File: src/rtl/vscan_pkg.sv
package vscan_pkg;
    localparam int          NCH       = 5;
    localparam logic [2:0]  LAST_CH   = 3'd4;
    localparam logic [2:0]  A_CFG     = 3'd0;
    localparam logic [2:0]  A_SEL     = 3'd1;
    localparam logic [2:0]  A_RES0    = 3'd2;
    localparam logic [2:0]  A_ID      = 3'd7;
    localparam int          B_NOAVG   = 4;
    localparam int          B_BYPASS  = 5;
    localparam int          B_LOCK    = 6;
    localparam int          SEL_LSB   = 5;

    typedef enum logic {
        SQ_GAP,
        SQ_BUSY
    } sq_state_e;
endpackage

File: src/rtl/vscan_regs.sv
module vscan_regs
    import vscan_pkg::*;
#(
    parameter int SAMPLE_W = 10
) (
    input  logic                clk,
    input  logic                rst_n,
    input  logic                wr_en,
    input  logic [2:0]          wr_addr,
    input  logic [7:0]          wr_data,
    input  logic [2:0]          rd_addr,
    input  logic [NCH-1:0]      id_pins,
    input  logic                pub_valid,
    input  logic [2:0]          pub_chan,
    input  logic [SAMPLE_W-1:0] pub_value,
    output logic                lock_mode,
    output logic                avg_off,
    output logic [2:0]          sel,
    output logic                restart,
    output logic [SAMPLE_W-1:0] rd_data
);
    typedef struct packed {
        logic                         lock;
        logic                         bypass;
        logic                         noavg;
        logic [2:0]                   sel;
        logic [NCH-1:0][SAMPLE_W-1:0] res;
    } regs_t;

    regs_t q, d;
    logic  unused_wr_bits;

    assign unused_wr_bits = ^{wr_data[3:0], wr_data[7]};

    always_comb begin
        d       = q;
        restart = 1'b0;
        if (wr_en && wr_addr == A_CFG) begin
            d.noavg  = wr_data[B_NOAVG];
            d.bypass = wr_data[B_BYPASS];
            d.lock   = wr_data[B_LOCK];
            restart  = (wr_data[B_NOAVG] != q.noavg) || (wr_data[B_LOCK] != q.lock);
        end
        if (wr_en && wr_addr == A_SEL) begin
            d.sel   = wr_data[SEL_LSB +: 3];
            restart = (wr_data[SEL_LSB +: 3] != q.sel);
        end
        for (int c = 0; c < NCH; c++) begin
            if (pub_valid && pub_chan == 3'(c)) d.res[c] = pub_value;
        end
    end

    always_ff @(posedge clk) begin
        if (!rst_n) q <= '0;
        else        q <= d;
    end

    always_comb begin
        rd_data = '0;
        case (rd_addr)
            A_CFG: begin
                rd_data[B_NOAVG]  = q.noavg;
                rd_data[B_BYPASS] = q.bypass;
                rd_data[B_LOCK]   = q.lock;
            end
            A_SEL:   rd_data[SEL_LSB +: 3] = q.sel;
            A_ID:    rd_data[NCH-1:0]      = id_pins;
            default: begin
                for (int c = 0; c < NCH; c++) begin
                    if (rd_addr == A_RES0 + 3'(c)) rd_data = q.res[c];
                end
            end
        endcase
    end

    assign lock_mode = q.lock;
    assign avg_off   = q.noavg;
    assign sel       = q.sel;

    generate
        for (genvar g = 0; g < NCH; g++) begin : g_hold
            assert_hold_unpublished_R6 : assert property (@(posedge clk) disable iff (!rst_n)
                !(pub_valid && pub_chan == 3'(g)) |=> $stable(q.res[g]));
        end
    endgenerate

    assert_bypass_no_restart_R8 : assert property (@(posedge clk) disable iff (!rst_n)
        (wr_en && wr_addr == A_CFG && wr_data[B_NOAVG] == q.noavg && wr_data[B_LOCK] == q.lock)
        |=> ($stable(lock_mode) && $stable(avg_off)));
endmodule

File: src/rtl/vscan_seq.sv
module vscan_seq
    import vscan_pkg::*;
#(
    parameter int SAMPLE_W   = 10,
    parameter int AVG_LOG2   = 4,
    parameter int GAP_CYCLES = 8
) (
    input  logic                clk,
    input  logic                rst_n,
    input  logic                lock_mode,
    input  logic                avg_off,
    input  logic [2:0]          sel,
    input  logic                restart,
    input  logic                adc_done,
    input  logic [SAMPLE_W-1:0] adc_sample,
    output logic                adc_start,
    output logic [2:0]          adc_chan,
    output logic                pub_valid,
    output logic [2:0]          pub_chan,
    output logic [SAMPLE_W-1:0] pub_value
);
    localparam int ACC_W = SAMPLE_W + AVG_LOG2;
    localparam int GW    = $clog2(GAP_CYCLES + 1);
    localparam logic [GW-1:0]       GAP_LOAD = GW'(GAP_CYCLES - 1);
    localparam logic [AVG_LOG2-1:0] LAST_N   = '1;
    localparam logic [ACC_W-1:0]    ACC_MAX  = ACC_W'((2 ** AVG_LOG2 - 1) * (2 ** SAMPLE_W - 1));

    typedef struct packed {
        sq_state_e           st;
        logic [GW-1:0]       gap;
        logic [2:0]          chan;
        logic [AVG_LOG2-1:0] nsamp;
        logic [ACC_W-1:0]    acc;
        logic                start;
        logic                pub;
        logic [2:0]          pub_chan;
        logic [SAMPLE_W-1:0] pub_val;
    } seq_t;

    seq_t       q, d;
    logic [ACC_W-1:0] sum;
    logic       target_ok;
    logic [2:0] launch_chan;
    logic [2:0] next_chan;

    always_comb begin
        d           = q;
        d.start     = 1'b0;
        d.pub       = 1'b0;
        sum         = q.acc + ACC_W'(adc_sample);
        target_ok   = !lock_mode || (sel <= LAST_CH);
        launch_chan = lock_mode ? sel : q.chan;
        next_chan   = lock_mode ? q.chan : ((q.chan == LAST_CH) ? 3'd0 : q.chan + 3'd1);
        if (restart) begin
            d.st    = SQ_GAP;
            d.gap   = GAP_LOAD;
            d.chan  = 3'd0;
            d.nsamp = '0;
            d.acc   = '0;
        end else begin
            case (q.st)
                SQ_GAP: begin
                    if (q.gap != '0) begin
                        d.gap = q.gap - 1'b1;
                    end else if (target_ok) begin
                        d.st    = SQ_BUSY;
                        d.start = 1'b1;
                        d.chan  = launch_chan;
                    end
                end
                SQ_BUSY: begin
                    if (adc_done) begin
                        d.st  = SQ_GAP;
                        d.gap = GAP_LOAD;
                        if (avg_off) begin
                            d.pub      = 1'b1;
                            d.pub_chan = q.chan;
                            d.pub_val  = adc_sample;
                            d.acc      = '0;
                            d.nsamp    = '0;
                            d.chan     = next_chan;
                        end else if (q.nsamp == LAST_N) begin
                            d.pub      = 1'b1;
                            d.pub_chan = q.chan;
                            d.pub_val  = sum[ACC_W-1:AVG_LOG2];
                            d.acc      = '0;
                            d.nsamp    = '0;
                            d.chan     = next_chan;
                        end else begin
                            d.acc   = sum;
                            d.nsamp = q.nsamp + 1'b1;
                        end
                    end
                end
                default: d.st = SQ_GAP;
            endcase
        end
    end

    always_ff @(posedge clk) begin
        if (!rst_n) begin
            q     <= '0;
            q.st  <= SQ_GAP;
            q.gap <= GAP_LOAD;
        end else begin
            q <= d;
        end
    end

    assign adc_start = q.start;
    assign adc_chan  = q.chan;
    assign pub_valid = q.pub;
    assign pub_chan  = q.pub_chan;
    assign pub_value = q.pub_val;

    assert_start_one_cycle_R10 : assert property (@(posedge clk) disable iff (!rst_n)
        adc_start |=> !adc_start);
    assert_chan_in_range_R2 : assert property (@(posedge clk) disable iff (!rst_n)
        adc_start |-> (adc_chan <= LAST_CH));
    assert_locked_chan_R5 : assert property (@(posedge clk) disable iff (!rst_n)
        (adc_start && lock_mode) |-> (adc_chan == sel));
    assert_no_start_reserved_R6 : assert property (@(posedge clk) disable iff (!rst_n)
        (lock_mode && sel > LAST_CH) |-> !adc_start);
    assert_acc_bound_R3 : assert property (@(posedge clk) disable iff (!rst_n)
        q.acc <= ACC_MAX);
    assert_pub_after_done_R4 : assert property (@(posedge clk) disable iff (!rst_n)
        pub_valid |-> $past(adc_done));
endmodule

File: src/rtl/volt_scan_ctrl.sv
module volt_scan_ctrl
    import vscan_pkg::*;
#(
    parameter int SAMPLE_W   = 10,
    parameter int AVG_LOG2   = 4,
    parameter int GAP_CYCLES = 8
) (
    input  logic                clk,
    input  logic                rst_n,
    input  logic                wr_en,
    input  logic [2:0]          wr_addr,
    input  logic [7:0]          wr_data,
    input  logic [2:0]          rd_addr,
    output logic [SAMPLE_W-1:0] rd_data,
    input  logic [NCH-1:0]      id_pins,
    output logic                adc_start,
    output logic [2:0]          adc_chan,
    input  logic                adc_done,
    input  logic [SAMPLE_W-1:0] adc_sample
);
    logic                lock_mode;
    logic                avg_off;
    logic [2:0]          sel;
    logic                restart;
    logic                pub_valid;
    logic [2:0]          pub_chan;
    logic [SAMPLE_W-1:0] pub_value;

    vscan_regs #(.SAMPLE_W(SAMPLE_W)) u_regs (
        .clk       (clk),
        .rst_n     (rst_n),
        .wr_en     (wr_en),
        .wr_addr   (wr_addr),
        .wr_data   (wr_data),
        .rd_addr   (rd_addr),
        .id_pins   (id_pins),
        .pub_valid (pub_valid),
        .pub_chan  (pub_chan),
        .pub_value (pub_value),
        .lock_mode (lock_mode),
        .avg_off   (avg_off),
        .sel       (sel),
        .restart   (restart),
        .rd_data   (rd_data)
    );

    vscan_seq #(
        .SAMPLE_W   (SAMPLE_W),
        .AVG_LOG2   (AVG_LOG2),
        .GAP_CYCLES (GAP_CYCLES)
    ) u_seq (
        .clk        (clk),
        .rst_n      (rst_n),
        .lock_mode  (lock_mode),
        .avg_off    (avg_off),
        .sel        (sel),
        .restart    (restart),
        .adc_done   (adc_done),
        .adc_sample (adc_sample),
        .adc_start  (adc_start),
        .adc_chan   (adc_chan),
        .pub_valid  (pub_valid),
        .pub_chan   (pub_chan),
        .pub_value  (pub_value)
    );
endmodule

File: config.mk
export PLATFORM = sky130hd
export DESIGN_NAME = volt_scan_ctrl
export DESIGN_NICKNAME = d
export VERILOG_FILES = /design/src/rtl/vscan_pkg.sv /design/src/rtl/vscan_regs.sv /design/src/rtl/vscan_seq.sv /design/src/rtl/volt_scan_ctrl.sv
export SDC_FILE = /design/constraint.sdc
export NUM_CORES = 1
export LEC_CHECK = 0
export ABC_AREA = 1
export CAP_MARGIN = 20
export CORE_ASPECT_RATIO = 0.5
export CORE_UTILIZATION = 35
export CTS_BUF_LIST = sky130_fd_sc_hd__clkbuf_4
export CTS_CLUSTER_SIZE = 28
export DETAILED_ROUTE_END_ITERATION = 8
export PLACE_DENSITY = 0.59
export SLEW_MARGIN = 0
export SYNTH_ARGS = -nofsm -noshare
export SYNTH_HDL_FRONTEND = slang
export SYNTH_SLANG_ARGS = --single-unit
File: constraint.sdc
create_clock -name clk -period 6.15 [get_ports clk]
set_clock_uncertainty 0.2 [all_clocks]
set_input_delay 1.23 -clock clk [delete_from_list [all_inputs] [get_ports clk]]
set_output_delay 1.23 -clock clk [all_outputs]
set_load 0.01 [all_outputs]
Yosys cells after proc, flatten, opt, wreduce, memory -nomap -nowiden
Cells that the tools add are included.
{ "op_classes": {"n_addsub": 4, "muxes": 27, "n_reduce_logical": 25, "n_lt_le_gt_ge": 1, "n_eq_ne": 23, "n_bitwise": 4} }
{ "ops": {"columns": ["op", "count"], "rows": [
  ["$mux 10", 5],
  ["$mux 14", 2],
  ["$mux 26", 1],
  ["$mux 21", 1],
  ["$eq 3x3->1 const B", 6],
  ["$mux 18", 1],
  ["$mux 3", 6],
  ["$pmux 8 s2", 1],
  ["$add 14x10->14", 1],
  ["$eq 3x2->1 const B", 4],
  ["$eq 3x1->1 const B", 3],
  ["$logic_not 3->1", 3],
  ["$pmux 4 s2", 1],
  ["$logic_and 1x1->1", 7],
  ["$ne 2x2->1 const B", 3],
  ["$pmux 2 s3", 1],
  ["$reduce_or 2->1", 3],
  ["$reduce_or 3->1", 2],
  ["$reduce_and 5->1", 1],
  ["$add 4x1->4 const B", 1],
  ["$eq 4x4->1 const B", 1],
  ["$mux 1", 4],
  ["$mux 4", 1],
  ["$ne 2x1->1 const B", 2],
  ["other kinds (17)", 23]
]} }
{ "totals": {"regBits": 97} }

Longest topological paths before layout
Gate-level depths: netlist (run 1).
{ "logic_depth": {"word_depth": 7, "depth_mapped": 11} }

Hierarchy
A second synthesis (run 1) with hierarchy kept.
{ "unflattened": {"cells_unflattened": 743, "area_unflattened_um2": 5175.0} }
{ "modules_own_cells": {"columns": ["module", "seq_area_each_um2", "instances", "area_per_inst_um2", "cells_per_inst"], "rows": [
  ["vscan_regs", 1121.1, 1, 2602.5, 384],
  ["vscan_seq", 820.8, 1, 2572.5, 359]
]} }

Worst setup path before layout (run 1)
No wires, ideal clock.
{ "synth_path": {"path_type": "input-to-output", "from": "in rd_addr[2]", "to": "out rd_data[2]", "cell_stages": 6, "path_slack_ns": 2.566, "t_required_ns": 4.720, "t_arrival_ns": 2.154, "path_buffers": 2, "cell_sequence": "buf_2 > inv_1 > buf_2 > nand3_1 > o221a_2 > nand4_1"} }
{ "synth_between": {"elab_chain_cells": 7, "elab_cells_between_ends": 15} }
{ "synth_lines": {"columns": ["element", "line", "rtl"], "rows": [
  ["from (decl)", "volt_scan_ctrl.sv:13", "input logic [2:0] rd_addr,"],
  ["$eq 3x2->1", "vscan_regs.sv:70", "if (rd_addr == A_RES0 + 3'(c)) rd_data = q.res[c];"],
  ["$mux 10 (5 in series)", "vscan_regs.sv:70", null],
  ["$pmux 4 s2 *", "vscan_regs.sv:60", "case (rd_addr)"],
  ["to (decl)", "volt_scan_ctrl.sv:14", "output logic [SAMPLE_W-1:0] rd_data,"]
]} }
Every way passes the cells marked *; elsewhere a longest branch is shown, timed or not.

Worst setup path in the final report (run 1)
{ "layout_path": {"from": "in rd_addr[1]", "to": "out rd_data[0]"} }
The elaborated chain is that of the path after synthesis.

==> impl_metrics.csv, run 1 <==
group,metric,value,unit
outcome,status,"finished clean",
run,maxCapViolations,0,
drt,firstDrtPassIters,5,
synthesis,syn-cell-area,4970,sq um
clock_tree,cts_tree,"done",
floorplanning,core,13700,sq um
synthesis,async_flop_share,0,%
placement,pre_cts_slack,1100,ps
sta,setup_viol,0,
worst_setup_path,crit_path_start,"rd_addr[1]",
sta,worst_slack,1090,ps
drt,vias_per_cell,4.93,
pwr,powerDensity,188,nW/um^2
clock_tree,htree_num_levels,3,
sta,timing.final.crit_share,82.3,%
floorplanning,die-area,14700,sq um
cells_and_area,area_growth,14.4,%
pwr,ir_worst_vdd,106,uV
sta,min_period,5060,ps
floorplanning,initial_utilization,36.3,%
global_route,antenna_found_initial,1,
hold_path,whs_path_depth,2,
clock_tree,root_buffer,"clkbuf_4",
pwr,power_frac_comb,8.4,%
pwr,p_leak,2.32,nW
placement,routabilityCongestion,0.826,
drt,drcViolationCount,0,
drt,wirelength,12.7,mm
synthesis,synthesis.nets,751,
drt,ant_nets,0,
hold_path,hold_start,"u_regs.q[38]",
floorplanning,io_pins,47,
pwr,seq_power_share,59.4,%
clock_tree,cts_resized,0,
floorplanning,die_w,171,um
synthesis,synth-main-ff-cell,"dfxtp_1",
worst_setup_path,rr_startpoint,"u_regs.avg_off",
worst_setup_path,reg2reg_depth,9,
pwr,internal_power,0.793,mW
clock_tree,numCtsBuffers,9,
clock_tree,cts_hold_buf,0,
sta,timing.fmax,198,MHz
worst_setup_path,cpPeakStageDelay,860,ps
sta,tns,0,ps
worst_setup_path,rrSetupSlack,3720,ps
placement,hpwl,9.05,mm
worst_setup_path,slowest_stage,"clkdlybuf4s50_1",
synthesis,avgSynthCellArea,7.07,sq um
hold_path,hp-class,"reg2reg",
sta,finalHoldViolCount,0,
pwr,clockPowerShare,32.2,%
worst_setup_path,cp.arrival,3630,ps
worst_setup_path,critPathLaunchType,"input port",
clock_tree,clock_latency,450,ps
clock_tree,cts_sinks,97,
global_route,grt_pass1_vias,4180,
synthesis,synth.distinct_cells,36,
sta,rsz0062_at_grt,"no",
global_route,grt_max_degree,71,
synthesis,synth-edff-count,0,
synthesis,yosysTopAreaCell,"dfxtp_1",
sta,slew_headroom,28.6,%
sta,worstMarginPinSlew,1070,ps
drt,wl_per_cell,13.6,um
clock_tree,cts_buffer_depth,2,
synthesis,synthCells,703,
synthesis,synth-seq-cells,97,
worst_setup_path,critical_path_class,"in2out",
clock_tree,cts_setup_buffers,0,
drt,num_vias,4592,
sta,fin_hold_ws,260,ps
worst_setup_path,path_cells,"clkdlybuf4s50_1 -> nand3_1 -> o221ai_1 -> a21oi_1 -> nand3_1 -> clkdlybuf4s50_1",
cells_and_area,layout.nets,781,
floorplanning,fp.dieH,86.3,um
global_route,grt_usage,18.3,%
cells_and_area,stdcell_area,5690,sq um
sta,slew_viol_final,0,
worst_setup_path,critPathRequiredTime,4720,ps
placement,post_dp_cell_area,5550,sq um
drt,drt_iter0_drc,397,
hold_path,min_to,"u_regs.q[38]",
synthesis,synth_area_leaders,"dfxtp_1, nand2_1, a21oi_1",
floorplanning,row_count,30,
cells_and_area,drive_gt1_share,5.96,%
global_route,grt_pass1_wl,21.1,mm
worst_setup_path,endpoint_kind,"output port",
synthesis,yosysWarnings,0,
worst_setup_path,r2r-end,"u_seq.pub_value[1]",
pwr,p_switching,0.277,mW
synthesis,yosysSeqAreaShare,39.1,%
clock_tree,clk_pin_slew,140,ps
synthesis,synth_top_area_share,39.1,%
placement,io_buffers,42,
global_route,grt.overflow.total,0,
worst_setup_path,cp_max_fo,15,
pwr,switching_share,25.9,%
-- kinds of logic after synthesis --
| group | Yosys count | synth area share [%] |
|---|---|---|
| and+or+nand+nor | 259 | 23.2 |
| AOI/OAI and AO/OA | 190 | 21.3 |
| buffers and inverters | 129 | 10.2 |
| DFF | 97 | 39.1 |
| adders and majority gates | 15 | 3.93 |
| xor gates and xnor gates | 13 | 2.29 |
-- per-stage QoR --
stage | total power [mW] | utilization [%] | std cells
after floorplan | 0.697 | - | 703
after global placement | 0.739 | 40.5 | 914
after detailed placement | 0.739 | 40.5 | 914
after CTS | 1.08 | 41.5 | 930
after global routing | 1.12 | 41.5 | 931
final | 1.07 | 41.5 | 931
-- state kept, by name, summed over array words and instances (netlist names) --
register and flops:
u_regs.avg_off 1, u_regs.lock_mode 1, u_regs.q 51, u_regs.sel 3
u_seq.adc_chan 3, u_seq.adc_start 1, u_seq.pub_chan 3, u_seq.pub_valid 1
u_seq.pub_value 10, u_seq.q 23
-- per-layer routing --
metal  vias to the layer above  GRT usage, %  wire length (um)
met1                      2118          26.3              6520
li1                       2394             -                 -
met3                         9          3.47               534
met2                        71          28.5              5550
met5                         -             0                 0
met4                         0          3.69                92
-- worst max-delay path by stage --
stage / endpoint / cells past startpoint / slack [ps]
6_report: rd_data[0] / 6 / 1090
5_1_grt: rd_data[8] / 7 / 890
4_1_cts: rd_data[9] / 7 / 1080
3_5_place_dp: rd_data[9] / 7 / 1100
3_3_place_gp: rd_data[9] / 7 / 1090
2_1_floorplan: rd_data[2] / 6 / 2570
-- cell type report --
class / count / area [sq um]
flip-flops and latches: 97 / 1940
fillers: 1423 / 8020
repair buffers: 50 / 475
clock buffers: 9 / 67.6
well taps: 192 / 240
multi-input cells: 477 / 2520
diodes: 1 / 2.50
clock inverters: 7 / 70.1
inverters: 98 / 368
-- worst max-delay path, delay by kind of cell --
family / cells / cell delay (ps)
and+or+nand+nor: 2 / 560
AOI/OAI and AO/OA: 2 / 410
buffers and inverters: 2 / 1420
-- Yosys cell counts (2+ instances only) --
cell / count
or2_2: 2
buf_4: 3
dfxtp_1: 97
o22ai_1: 3
a211oi_1: 3
nand3b_1: 2
o221ai_1: 5
nand4_1: 14
o211ai_1: 4
o2111ai_1: 2
nand3_1: 54
nand3_4: 2
a21oi_1: 82
clkbuf_1: 23
nor3_1: 6
nor2_2: 2
nor2_1: 56
nand2_1: 119
inv_1: 95
xor2_1: 5
buf_2: 4
xnor2_1: 8
o21ai_0: 73
ha_1: 14
o21ai_2: 9
a22oi_1: 4
inv_2: 3
-- power by group through the flow --
stage / sequential (mW) / clock, mW / combinational, mW
CTS: 0.636 / 0.357 / 0.0902
global route: 0.637 / 0.388 / 0.0992
finish: 0.636 / 0.344 / 0.0900
global placement: 0.649 / 0 / 0.0896
floorplan: 0.648 / 0 / 0.0498
detailed placement: 0.649 / 0 / 0.0898
-- layout by cell type (no fill, tap or decap), drive strengths merged --
master and count:
a211oi 3, a21boi 1, a21o 1, a21oi 82
a22oi 4, buf 9, bufinv 1, clkbuf 9
clkdlybuf4s50 41, clkinv 4, clkinvlp 1, dfxtp 97
diode 1, fa 1, ha 14, inv 99
nand2 119, nand3 56, nand3b 2, nand4 14
nor2 60, nor3 6, o2111ai 2, o211ai 4
o21ai 82, o221a 1, o221ai 5, o22a 1
o22ai 3, o31ai 1, or2 2, xnor2 8
xor2 5
Note: power is estimated with default switching activity, not from simulation.
==> inputs of run 2 (changes only) <==
==> constraint.sdc (replaced) <==
create_clock -name clk -period 5 [get_ports clk]
set_clock_uncertainty 0.2 [all_clocks]
set_input_delay 1 -clock clk [delete_from_list [all_inputs] [get_ports clk]]
set_output_delay 1 -clock clk [all_outputs]
set_load 0.01 [all_outputs]
==> impl_metrics.csv, run 2 (synthesized netlist as in run 1, its figures left out) <==
group,metric,value,unit
outcome,status,"finished clean",
clock_tree,cts_resized,0,
global_route,grt_max_degree,71,
global_route,grt.overflow.total,0,
pwr,total_power,1.31,mW
pwr,clockPowerShare,31.8,%
drt,drt_iter0_drc,279,
global_route,grt_pass1_wl,20.9,mm
clock_tree,clock_latency,460,ps
sta,worstMarginPinSlew,1060,ps
cells_and_area,layout.nets,783,
sta,min_period,4420,ps
sta,rsz0062_at_grt,"no",
sta,tns,0,ps
worst_setup_path,slowest_stage,"clkdlybuf4s50_1",
sta,slew_headroom,29.4,%
drt,wirelength,12.7,mm
pwr,internal_power,0.971,mW
worst_setup_path,cp_max_fo,12,
floorplanning,fp.dieH,86.3,um
sta,timing.final.crit_share,88.4,%
hold_path,whs_path_depth,2,
pwr,ir_worst_vdd,113,uV
floorplanning,die_w,171,um
clock_tree,cts_sinks,97,
sta,fin_hold_ws,261,ps
pwr,switching_share,25.9,%
sta,setup_viol,0,
clock_tree,htree_num_levels,3,
placement,place_inst,916,
sta,finalHoldViolCount,0,
pwr,seq_power_share,59.7,%
pwr,power_frac_comb,8.5,%
worst_setup_path,crit_path_start,"rd_addr[2]",
worst_setup_path,path_cells,"clkdlybuf4s50_1 -> inv_1 -> nand3_1 -> o221ai_1 -> a21oi_1 -> nand3_1 -> clkdlybuf4s50_1",
cells_and_area,final_cell_mix,"nand2_1, dfxtp_1, inv_1",
floorplanning,die-area,14700,sq um
sta,slew_viol_final,0,
sta,timing.fmax,226,MHz
cells_and_area,top_register,"u_regs.q",
hold_path,hold_start,"u_regs.q[32]",
cells_and_area,final_cells,930,
placement,io_buffers,42,
floorplanning,row_count,30,
floorplanning,initial_utilization,36.3,%
cells_and_area,layout_commonest_cell,"nand2_1",
global_route,grt_usage,18.0,%
drt,ant_nets,0,
clock_tree,root_buffer,"clkbuf_4",
drt,vias_per_cell,4.94,
placement,hpwl,9.14,mm
drt,firstDrtPassIters,4,
pwr,p_switching,0.339,mW
hold_path,hp-class,"reg2reg",
clock_tree,clk_pin_slew,150,ps
cells_and_area,largest_reg_flops,51,
placement,routabilityCongestion,0.814,
worst_setup_path,rr_startpoint,"u_regs.avg_off",
worst_setup_path,cp.arrival,3220,ps
clock_tree,cts_tree,"done",
clock_tree,numCtsBuffers,9,
drt,num_vias,4594,
worst_setup_path,reg2reg_depth,9,
global_route,antenna_found_initial,0,
worst_setup_path,cpPeakStageDelay,570,ps
worst_setup_path,endpoint_kind,"output port",
clock_tree,cts_hold_buf,0,
clock_tree,cts_buffer_depth,2,
global_route,grt_pass1_vias,4198,
run,maxCapViolations,0,
floorplanning,io_pins,47,
pwr,p_leak,2.33,nW
drt,drcViolationCount,0,
pwr,powerDensity,230,nW/um^2
worst_setup_path,critical_path_class,"in2out",
clock_tree,cts_setup_buffers,0,
worst_setup_path,critPathRequiredTime,3800,ps
worst_setup_path,critPathLaunchType,"input port",
drt,wl_per_cell,13.6,um
floorplanning,core,13700,sq um
cells_and_area,area_growth,14.4,%
cells_and_area,drive_gt1_share,6.23,%
cells_and_area,antenna_cells,0,
[run 2: final timing paths]
check             slack, ps            endpoint
hold reg to reg         260        u_regs.q[32]
setup / recovery        580          rd_data[0]
hold / removal          260        u_regs.q[32]
setup reg to reg       2600  u_seq.pub_value[2]
[run 2: cell type report]
cell class              instances  area, sq um
well taps                     192          240
inverters                      98          368
flip-flops and latches         97         1940
multi-input cells             477         2520
fillers                      1467         8020
repair buffers                 52          490
clock inverters                 5         56.3
clock buffers                   9         67.6
[run 2: routing by layer]
layer  part of all wire (%)  wire length [um]  GRT usage (%)
met2                     44              5570           28.9
met3                    3.1               397           3.24
met1                     52              6610           25.1
met5                      0                 0              0
met4                   0.90               114           4.42
[run 2: through the flow]
step | worst slack [ps] | area (sq um) | util (%)
floorplan | 1880 | 4970 | -
global placement | 566 | 5560 | 40.6
detailed placement | 563 | 5560 | 40.6
CTS | 551 | 5680 | 41.5
global route | 358 | 5680 | 41.5
finish | 581 | 5680 | 41.5
[run 2: critical path, delay by kind of cell]
kind	cells	cell delay, ps
buffers and inverters	3	1320
AND/OR/NAND/NOR	2	490
AO/OA/AOI/OAI	2	400
[run 2: power by group through the flow]
stage | sequential, mW | combinational [mW] | clock (mW)
floorplan | 0.796 | 0.0612 | 0
global placement | 0.798 | 0.111 | 0
detailed placement | 0.799 | 0.112 | 0
CTS | 0.782 | 0.112 | 0.428
global route | 0.783 | 0.123 | 0.458
finish | 0.782 | 0.112 | 0.417
